**src/rtl/bringup_pkg.sv**
```systemverilog
package bringup_pkg;

  localparam int unsigned FRAME_W = 16;
  localparam int unsigned STEP_W  = 3;
  localparam int unsigned LAST_STEP = 5;

  typedef enum logic [1:0] {
    ERR_NONE   = 2'd0,
    ERR_PARITY = 2'd1,
    ERR_ID     = 2'd2,
    ERR_POR    = 2'd3
  } bu_err_e;

  typedef enum logic [2:0] {
    ST_HOLD, ST_SETTLE, ST_ISSUE, ST_AWAIT, ST_DONE, ST_FAIL
  } bu_state_e;

  // microseconds to clock cycles, rounded up, never below one
  function automatic int unsigned us_to_cycles(input longint unsigned hz,
                                               input longint unsigned us);
    longint unsigned prod;
    prod = (us * hz + 64'd999_999) / 64'd1_000_000;
    if (prod == 0) prod = 1;
    return int'(prod);
  endfunction

  // parity bit value making the whole frame odd (bit 14 excluded from count)
  function automatic logic parity_fill(input logic [FRAME_W-1:0] f);
    int unsigned ones;
    ones = 0;
    for (int i = 0; i < FRAME_W; i++)
      if (i != 14) ones += f[i];
    return ~ones[0];
  endfunction

  function automatic logic frame_odd(input logic [FRAME_W-1:0] f);
    int unsigned ones;
    ones = 0;
    for (int i = 0; i < FRAME_W; i++) ones += f[i];
    return ones[0];
  endfunction

  function automatic logic [FRAME_W-1:0] build_frame(input logic wr,
                                                     input logic [3:0] addr,
                                                     input logic [7:0] data);
    logic [FRAME_W-1:0] f;
    f = {wr, 1'b0, 2'b00, addr, data};
    f[14] = parity_fill(f);
    return f;
  endfunction

  function automatic logic [7:0] cfg_byte(input logic [3:0] direct,
                                          input logic p12, input logic p34);
    return {2'b00, p34, p12, direct};
  endfunction

  function automatic logic [7:0] offdiag_byte(input logic [1:0] filt);
    return {2'b00, filt, 4'hF};
  endfunction

  function automatic logic [7:0] ondiag_byte(input logic [2:0] dly,
                                             input logic [1:0] lvl);
    return {3'b000, dly, lvl};
  endfunction

endpackage

```
**src/rtl/bu_timer.sv**
```systemverilog
module bu_timer #(
  parameter int unsigned      W    = 4,
  parameter logic [W-1:0]     INIT = '0
) (
  input  logic         clk,
  input  logic         rst_n,
  input  logic         load,
  input  logic [W-1:0] load_val,
  output logic         expired
);
  logic [W-1:0] cnt;

  always_ff @(posedge clk or negedge rst_n) begin
    if (!rst_n)          cnt <= INIT;
    else if (load)       cnt <= load_val;
    else if (cnt != '0)  cnt <= cnt - W'(1);
  end

  assign expired = (cnt == '0);

  assert_count_down_R2: assert property (@(posedge clk) disable iff (!rst_n)
    (!load && cnt != '0) |=> (cnt == $past(cnt) - W'(1)));

endmodule

```
**src/rtl/bu_frame_rom.sv**
```systemverilog
module bu_frame_rom
  import bringup_pkg::*;
#(
  parameter logic [3:0] DIRECT_PIN = 4'b0000,
  parameter bit         PAIR_12    = 1'b0,
  parameter bit         PAIR_34    = 1'b0,
  parameter logic [1:0] OFF_FILT   = 2'd0,
  parameter logic [2:0] OC_DELAY   = 3'd0,
  parameter logic [1:0] OC_LEVEL   = 2'd0
) (
  input  logic [STEP_W-1:0]  step,
  output logic [FRAME_W-1:0] frame
);
  localparam logic [7:0] CFG_B = cfg_byte(DIRECT_PIN, PAIR_12, PAIR_34);
  localparam logic [7:0] OFF_B = offdiag_byte(OFF_FILT);
  localparam logic [7:0] ON_B  = ondiag_byte(OC_DELAY, OC_LEVEL);

  always_comb begin
    unique case (step)
      3'd2:    frame = build_frame(1'b1, 4'd1, CFG_B);
      3'd3:    frame = build_frame(1'b1, 4'd2, OFF_B);
      3'd4:    frame = build_frame(1'b1, 4'd3, ON_B);
      3'd5:    frame = build_frame(1'b1, 4'd7, 8'h80);
      default: frame = build_frame(1'b0, 4'd7, 8'h00);
    endcase
  end

endmodule

```
**src/rtl/bu_reply_check.sv**
```systemverilog
module bu_reply_check
  import bringup_pkg::*;
#(
  parameter logic [7:0] ID_CODE = 8'hB1
) (
  input  logic [STEP_W-1:0]  step,
  input  logic [FRAME_W-1:0] rx,
  output logic               par_ok,
  output bu_err_e            code
);
  logic [3:0] r_addr;
  logic [7:0] r_data;

  assign par_ok = frame_odd(rx);
  assign r_addr = rx[11:8];
  assign r_data = rx[7:0];

  always_comb begin
    code = ERR_NONE;
    if (!par_ok)
      code = ERR_PARITY;
    else if (step == 3'd0 && (r_addr != 4'd8 || r_data != ID_CODE))
      code = ERR_ID;
    else if (step == 3'd1 && (r_addr != 4'd7 || !r_data[0]))
      code = ERR_POR;
  end

endmodule

```
**src/rtl/bringup_seq.sv**
```systemverilog
module bringup_seq
  import bringup_pkg::*;
#(
  parameter int unsigned CLK_HZ        = 50_000_000,
  parameter int unsigned RST_HOLD_US   = 10,
  parameter int unsigned RST_SETTLE_US = 210,
  parameter logic [7:0]  ID_CODE       = 8'hB1,
  parameter logic [3:0]  DIRECT_PIN    = 4'b0000,
  parameter bit          PAIR_12       = 1'b0,
  parameter bit          PAIR_34       = 1'b0,
  parameter logic [1:0]  OFF_FILT      = 2'd0,
  parameter logic [2:0]  OC_DELAY      = 3'd0,
  parameter logic [1:0]  OC_LEVEL      = 2'd0
) (
  input  logic        clk,
  input  logic        rst_n,
  output logic        dev_rst_n,
  output logic        xfer_start,
  output logic [15:0] xfer_tx,
  input  logic        xfer_done,
  input  logic [15:0] xfer_rx,
  output logic        done,
  output logic        fail,
  output logic [1:0]  err_code,
  output logic        fault_report_en
);
  localparam int unsigned HOLD_CYC   = us_to_cycles(CLK_HZ, RST_HOLD_US);
  localparam int unsigned SETTLE_CYC = us_to_cycles(CLK_HZ, RST_SETTLE_US);
  localparam int unsigned MAX_CYC    = (HOLD_CYC > SETTLE_CYC) ? HOLD_CYC : SETTLE_CYC;
  localparam int unsigned TW         = $clog2(MAX_CYC + 1);

  bu_state_e         state;
  logic [STEP_W-1:0] step;
  bu_err_e           err_q;
  logic              fre_q;

  logic    tmr_load, tmr_exp;
  logic    reply_accept;
  logic    par_ok;
  bu_err_e chk_code;

  assign tmr_load     = (state == ST_HOLD) && tmr_exp;
  assign reply_accept = (state == ST_AWAIT) && xfer_done;

  bu_timer #(.W(TW), .INIT(TW'(HOLD_CYC - 1))) u_timer (
    .clk(clk), .rst_n(rst_n), .load(tmr_load),
    .load_val(TW'(SETTLE_CYC - 1)), .expired(tmr_exp)
  );

  bu_frame_rom #(
    .DIRECT_PIN(DIRECT_PIN), .PAIR_12(PAIR_12), .PAIR_34(PAIR_34),
    .OFF_FILT(OFF_FILT), .OC_DELAY(OC_DELAY), .OC_LEVEL(OC_LEVEL)
  ) u_rom (.step(step), .frame(xfer_tx));

  bu_reply_check #(.ID_CODE(ID_CODE)) u_check (
    .step(step), .rx(xfer_rx), .par_ok(par_ok), .code(chk_code)
  );

  always_ff @(posedge clk or negedge rst_n) begin
    if (!rst_n) begin
      state <= ST_HOLD;
      step  <= '0;
      err_q <= ERR_NONE;
      fre_q <= 1'b0;
    end else begin
      unique case (state)
        ST_HOLD:   if (tmr_exp) state <= ST_SETTLE;
        ST_SETTLE: if (tmr_exp) state <= ST_ISSUE;
        ST_ISSUE:  state <= ST_AWAIT;
        ST_AWAIT:
          if (xfer_done) begin
            if (chk_code != ERR_NONE) begin
              err_q <= chk_code;
              state <= ST_FAIL;
            end else if (step == STEP_W'(LAST_STEP)) begin
              fre_q <= 1'b1;
              state <= ST_DONE;
            end else begin
              step  <= step + STEP_W'(1);
              state <= ST_ISSUE;
            end
          end
        default: state <= state;
      endcase
    end
  end

  assign dev_rst_n       = (state != ST_HOLD);
  assign xfer_start      = (state == ST_ISSUE);
  assign done            = (state == ST_DONE);
  assign fail            = (state == ST_FAIL);
  assign err_code        = err_q;
  assign fault_report_en = fre_q;

  assert_start_needs_release_R2: assert property (@(posedge clk) disable iff (!rst_n)
    xfer_start |-> dev_rst_n);

  assert_single_start_R3: assert property (@(posedge clk) disable iff (!rst_n)
    xfer_start |=> !xfer_start);

  assert_done_sticky_R7: assert property (@(posedge clk) disable iff (!rst_n)
    done |=> (done && !xfer_start && !fail));

  assert_id_gate_R8: assert property (@(posedge clk) disable iff (!rst_n)
    (reply_accept && step == 3'd0 && par_ok &&
     (xfer_rx[11:8] != 4'd8 || xfer_rx[7:0] != ID_CODE)) |=> (fail && err_code == 2'd2));

  assert_por_gate_R9: assert property (@(posedge clk) disable iff (!rst_n)
    (reply_accept && step == 3'd1 && par_ok &&
     (xfer_rx[11:8] != 4'd7 || !xfer_rx[0])) |=> (fail && err_code == 2'd3));

  assert_parity_first_R10: assert property (@(posedge clk) disable iff (!rst_n)
    (reply_accept && !par_ok) |=> (fail && err_code == 2'd1));

  assert_fail_sticky_R11: assert property (@(posedge clk) disable iff (!rst_n)
    fail |=> (fail && $stable(err_code) && !xfer_start));

  assert_code_only_on_fail_R11: assert property (@(posedge clk) disable iff (!rst_n)
    (err_code != 2'd0) |-> fail);

  assert_report_after_last_R12: assert property (@(posedge clk) disable iff (!rst_n)
    $rose(fault_report_en) |-> ($past(reply_accept) && done));

endmodule

```
**config.mk**
```make
export PLATFORM = sky130hd
export DESIGN_NAME = bringup_seq
export DESIGN_NICKNAME = d
export VERILOG_FILES = /design/src/rtl/bringup_pkg.sv /design/src/rtl/bu_timer.sv /design/src/rtl/bu_frame_rom.sv /design/src/rtl/bu_reply_check.sv /design/src/rtl/bringup_seq.sv
export SDC_FILE = /design/constraint.sdc
export NUM_CORES = 1
export LEC_CHECK = 0
export BUFFER_PORTS_ARGS = -buffer_cell sky130_fd_sc_hd__buf_2
export CAP_MARGIN = 0
export CORE_MARGIN = 4
export CORE_UTILIZATION = 38
export DETAILED_ROUTE_END_ITERATION = 16
export REMOVE_ABC_BUFFERS = 1
export SYNTH_ARGS = -nofsm -noshare
export SYNTH_HDL_FRONTEND = slang
export SYNTH_SLANG_ARGS = --single-unit
```
**constraint.sdc**
```tcl
create_clock -name clk -period 2.9 [get_ports clk]
set_input_delay 0.145 -clock clk [delete_from_list [all_inputs] [get_ports clk]]
set_output_delay 0.145 -clock clk [all_outputs]
set_load 0.01 [all_outputs]
```
==> out/summary.md <==
## Outcome
- status: finished clean

## Floorplanning
- I/O pin cnt: 42
- overall die height: 72.7 µm
- floorplan die area: 0.00529 mm²
- number of placement rows: 23
- core outline area: 0.00403 mm²
- Initial Util: 39.5%
- DIE WIDTH: 72.7 µm

## Critical path
- cell with the largest stage delay on the worst path: sky130_fd_sc_hd__or4_4
- worst-path maximum fanout: 6
- Req. time, crit path: 3090 ps
- origin of the critical flop-to-flop path: u_timer.cnt[10]$_DFFE_PN0P_
- depth of the worst register-to-register path: 5
- element type at the critical path start: flop
- signal arrival time at the worst endpoint: 2320 ps
- delay of the slowest critical-path stage: 570 ps
- worst-path cell chain: or4_4 -> nand2b_1 -> o41ai_1 -> or3_1 -> xnor2_1
- worst setup path endpoint: u_timer.cnt[4]$_DFFE_PN1P_
- r2r endpoint: u_timer.cnt[4]$_DFFE_PN1P_
- kind of critical path: reg -> reg
- Critical Path Source: u_timer.cnt[10]$_DFFE_PN0P_
- Critical Path Sink Type: flop
- setup slack, reg-to-reg: 770 ps

## Yosys
- average cell area after synthesis: 9.95 µm²
- number of flops mapped to enable cells by yosys: 0
- Main synth FF type: sky130_fd_sc_hd__dfrtp_1
- number of distinct library cell variants in the gate-level netlist after synthesis: 47
- post-synthesis sequential element count: 23
- Post-synth ARST share: 100%
- sequential area share after synthesis: 36.7%
- top cell type by total area after synthesis: sky130_fd_sc_hd__dfrtp_1
- post-synth top area share: 25.1%
- gate count after technology mapping: 160
- count of synthesis-stage warnings from yosys: 0
- dominant cells by area after synthesis: sky130_fd_sc_hd__dfrtp_1, sky130_fd_sc_hd__dfstp_2, sky130_fd_sc_hd__xnor2_1
- netlist area before placement: 0.00159 mm²

## STA
- RSZ-0062 raised after global routing: no
- worst-margin pin slew: 736 ps
- number of hold-slack violations in the final timing report: 0
- Rel. slew slack: 50.5%
- setup TNS after final layout: 0 ps
- maximum achievable frequency: 469 MHz
- final setup slack of the worst path: 770 ps
- min cycle time layout: 2130 ps
- clk_skew: 4.99 ps
- period utilization: 73.5%
- number of max-slew violations in the final report: 0
- final setup violating endpoints: 0

## Global routing
- total grt overflow: 0
- Tot GR Track Use: 12.3%
- via count of the first global-routing pass: 1211
- first-pass GRT wire length: 5.15 mm
- pin count of the biggest net entering global routing: 24
- number of antenna violations at the first check in global routing: 0

## Cells and area
- sequential standard cell area: 584 µm²
- fillers: 411
- Antenna Cells: 0
- number of nets in the layout: 222
- Area Growth Syn to Fin: 15.0%
- combined area of the multi-input logic cells: 917 µm²
- fraction of final layout cells with drive strength greater than 1: 28.7%
- final cell utilization of the core: 45.5%
- summed area of non-filler cells in the final layout: 0.00183 mm²

## CTS
- number of gates resized after cts: 0
- CTS Hold Buffers Added: 1
- clock insertion delay at the later pin of the skew report: 260 ps
- number of buffers added by the clock tree synthesis step: 3
- # H-tree levels: 1
- clock buffer depth: 2
- clock tree from TritonCTS: built
- Clock transition at path regs: 80 ps
- number of setup buffers added after CTS: 0
- number of sinks on the clock net: 23
- buffer type at the clock tree root: sky130_fd_sc_hd__clkbuf_8

## Place
- Setup Slack @ Placement: 735 ps
- area of placed instances: 0.00178 mm²
- post-DP HPWL: 2.58 mm
- GPL Wtd Cong: 0.915
- number of port buffers: 35

## Power and ir drop
- share of total power in combinational logic: 35.3%
- internal power contribution: 0.804 mW
- VDD IR max: 0.343 mV
- sequential group share of total power: 49.1%
- reported net switching power: 0.435 mW
- Pwr Density: 677 mW/mm²
- Static Leak: 0.789 nW
- switch share: 35.1%
- post-layout power: 1.24 mW
- Clk network pwr share: 15.6%

## Route
- First-pass DRT Iterations: 4
- routed wire length: 3.17 mm
- remaining antenna violation count after routing: 0
- Iter 0 DRT Violations: 44
- total number of vias: 1241
- ratio of routed vias to standard cells: 5.07
- wire length per cell: 12.9 µm
- DRC violation count after routing: 0

## Job
- max-cap viol count: 0

## Min path
- class of the worst hold path: in -> reg

-- worst max-delay path: cells and delay by family (launching register included) --
family          cells  cell delay (ps)
simple gates        3             1010
compound gates      1              500
flops               1              440
xor+xnor            1              120
-- cell usage after synthesis (2+ instances only) --
| master | n |
|---|---|
| sky130_fd_sc_hd__o31ai_1 | 2 |
| sky130_fd_sc_hd__inv_1 | 10 |
| sky130_fd_sc_hd__or4b_4 | 2 |
| sky130_fd_sc_hd__nand2b_1 | 3 |
| sky130_fd_sc_hd__nand2_1 | 10 |
| sky130_fd_sc_hd__a21oi_1 | 8 |
| sky130_fd_sc_hd__dfrtp_1 | 16 |
| sky130_fd_sc_hd__buf_4 | 9 |
| sky130_fd_sc_hd__o41ai_1 | 3 |
| sky130_fd_sc_hd__nor2_1 | 9 |
| sky130_fd_sc_hd__ha_1 | 7 |
| sky130_fd_sc_hd__o21ai_0 | 6 |
| sky130_fd_sc_hd__or4_1 | 3 |
| sky130_fd_sc_hd__xnor3_1 | 2 |
| sky130_fd_sc_hd__dfstp_2 | 7 |
| sky130_fd_sc_hd__xnor2_1 | 15 |
| sky130_fd_sc_hd__or3_1 | 5 |
| sky130_fd_sc_hd__nor3_1 | 9 |
| sky130_fd_sc_hd__o21bai_1 | 3 |
| sky130_fd_sc_hd__nand3b_1 | 2 |
| sky130_fd_sc_hd__nor3_2 | 2 |
| sky130_fd_sc_hd__nor3b_1 | 2 |
-- metal layers --
metal	up-vias	track usage (%)	wire, µm
met4	0	4.92	43
met2	35	22.3	1550
met3	4	2.34	221
li1	636	-	-
met5	-	0	0
met1	566	14.0	1360
-- placed cells by master (no fill, tap or decap), drive strengths merged, types with 2 or more instances in the layout --
master | netlist | layout
xnor3 | 3 | 3
buf | 10 | 35
clkbuf | 0 | 4
or4b | 2 | 2
o41ai | 3 | 3
or3 | 5 | 5
ha | 7 | 7
nor3b | 2 | 2
o311a | 2 | 2
dfrtp | 16 | 16
nand2 | 10 | 10
xnor2 | 15 | 15
nor3 | 11 | 11
nor2 | 9 | 9
o21bai | 3 | 3
inv | 10 | 10
nand2b | 3 | 3
o21ai | 6 | 6
nand3b | 2 | 2
o31ai | 2 | 2
or4 | 4 | 4
conb | 1 | 6
a21oi | 8 | 8
dfstp | 7 | 7
-- power by group through the flow --
| stage | Sequential [mW] | Combinational [mW] | Clock [mW] |
|---|---|---|---|
| 2_1_floorplan | 0.591 | 0.331 | 0 |
| 3_3_place_gp | 0.605 | 0.433 | 0 |
| 3_5_place_dp | 0.616 | 0.445 | 0 |
| 4_1_cts | 0.612 | 0.447 | 0.205 |
| 5_1_grt | 0.634 | 0.489 | 0.218 |
| 6_report | 0.609 | 0.438 | 0.193 |
-- cell type report --
class | instances | share of cell area [%]
Clock buffer | 4 | 2.46
Inverter | 10 | 2.05
Multi-Input combinational cell | 122 | 50.1
Sequential cell | 23 | 31.9
Tap cell | 50 | 3.42
Timing Repair Buffer | 36 | 10.1
-- logic make-up (layout without fill, tap and decap cells) --
logic type | after synthesis | in the layout | share of synthesized area, %
AND/OR/NAND/NOR | 57 | 57 | 22.2
AO/OA/AOI/OAI | 32 | 32 | 14.1
flip-flops | 23 | 23 | 36.7
buffers and inverters | 20 | 50 | 6.91
XOR/XNOR | 18 | 18 | 12.7
adder cells (fa/ha/maj) | 7 | 7 | 5.50
multiplexers | 2 | 2 | 1.57
other | 1 | 6 | 0.235
-- how the worst min path moves through the flow --
stage	from	endpoint	slack [ps]	depth (start not counted)
5_1_grt	xfer_rx[3]	err_code[0]$_DFFE_PN0P_	330	4
6_report	xfer_rx[3]	err_code[0]$_DFFE_PN0P_	300	4
3_3_place_gp	rst_n	u_timer.cnt[2]$_DFFE_PN0P_	140	1
4_1_cts	xfer_rx[3]	err_code[0]$_DFFE_PN0P_	300	4
2_1_floorplan	rst_n	err_code[0]$_DFFE_PN0P_	-150	0
3_5_place_dp	rst_n	u_timer.cnt[2]$_DFFE_PN0P_	140	1
-- per-stage QoR --
step	hold slack, ps	instances
finish	304	245
global placement	143	240
global route	331	245
detailed placement	143	240
CTS	296	245
floorplan	-151	155
-- flip-flops by register name, indices dropped and copies added, names as in the netlist --
name             count
fault_report_en      1
state                3
u_timer.cnt         14
err_code             2
step                 3
Power figures use the tool's default switching activity.
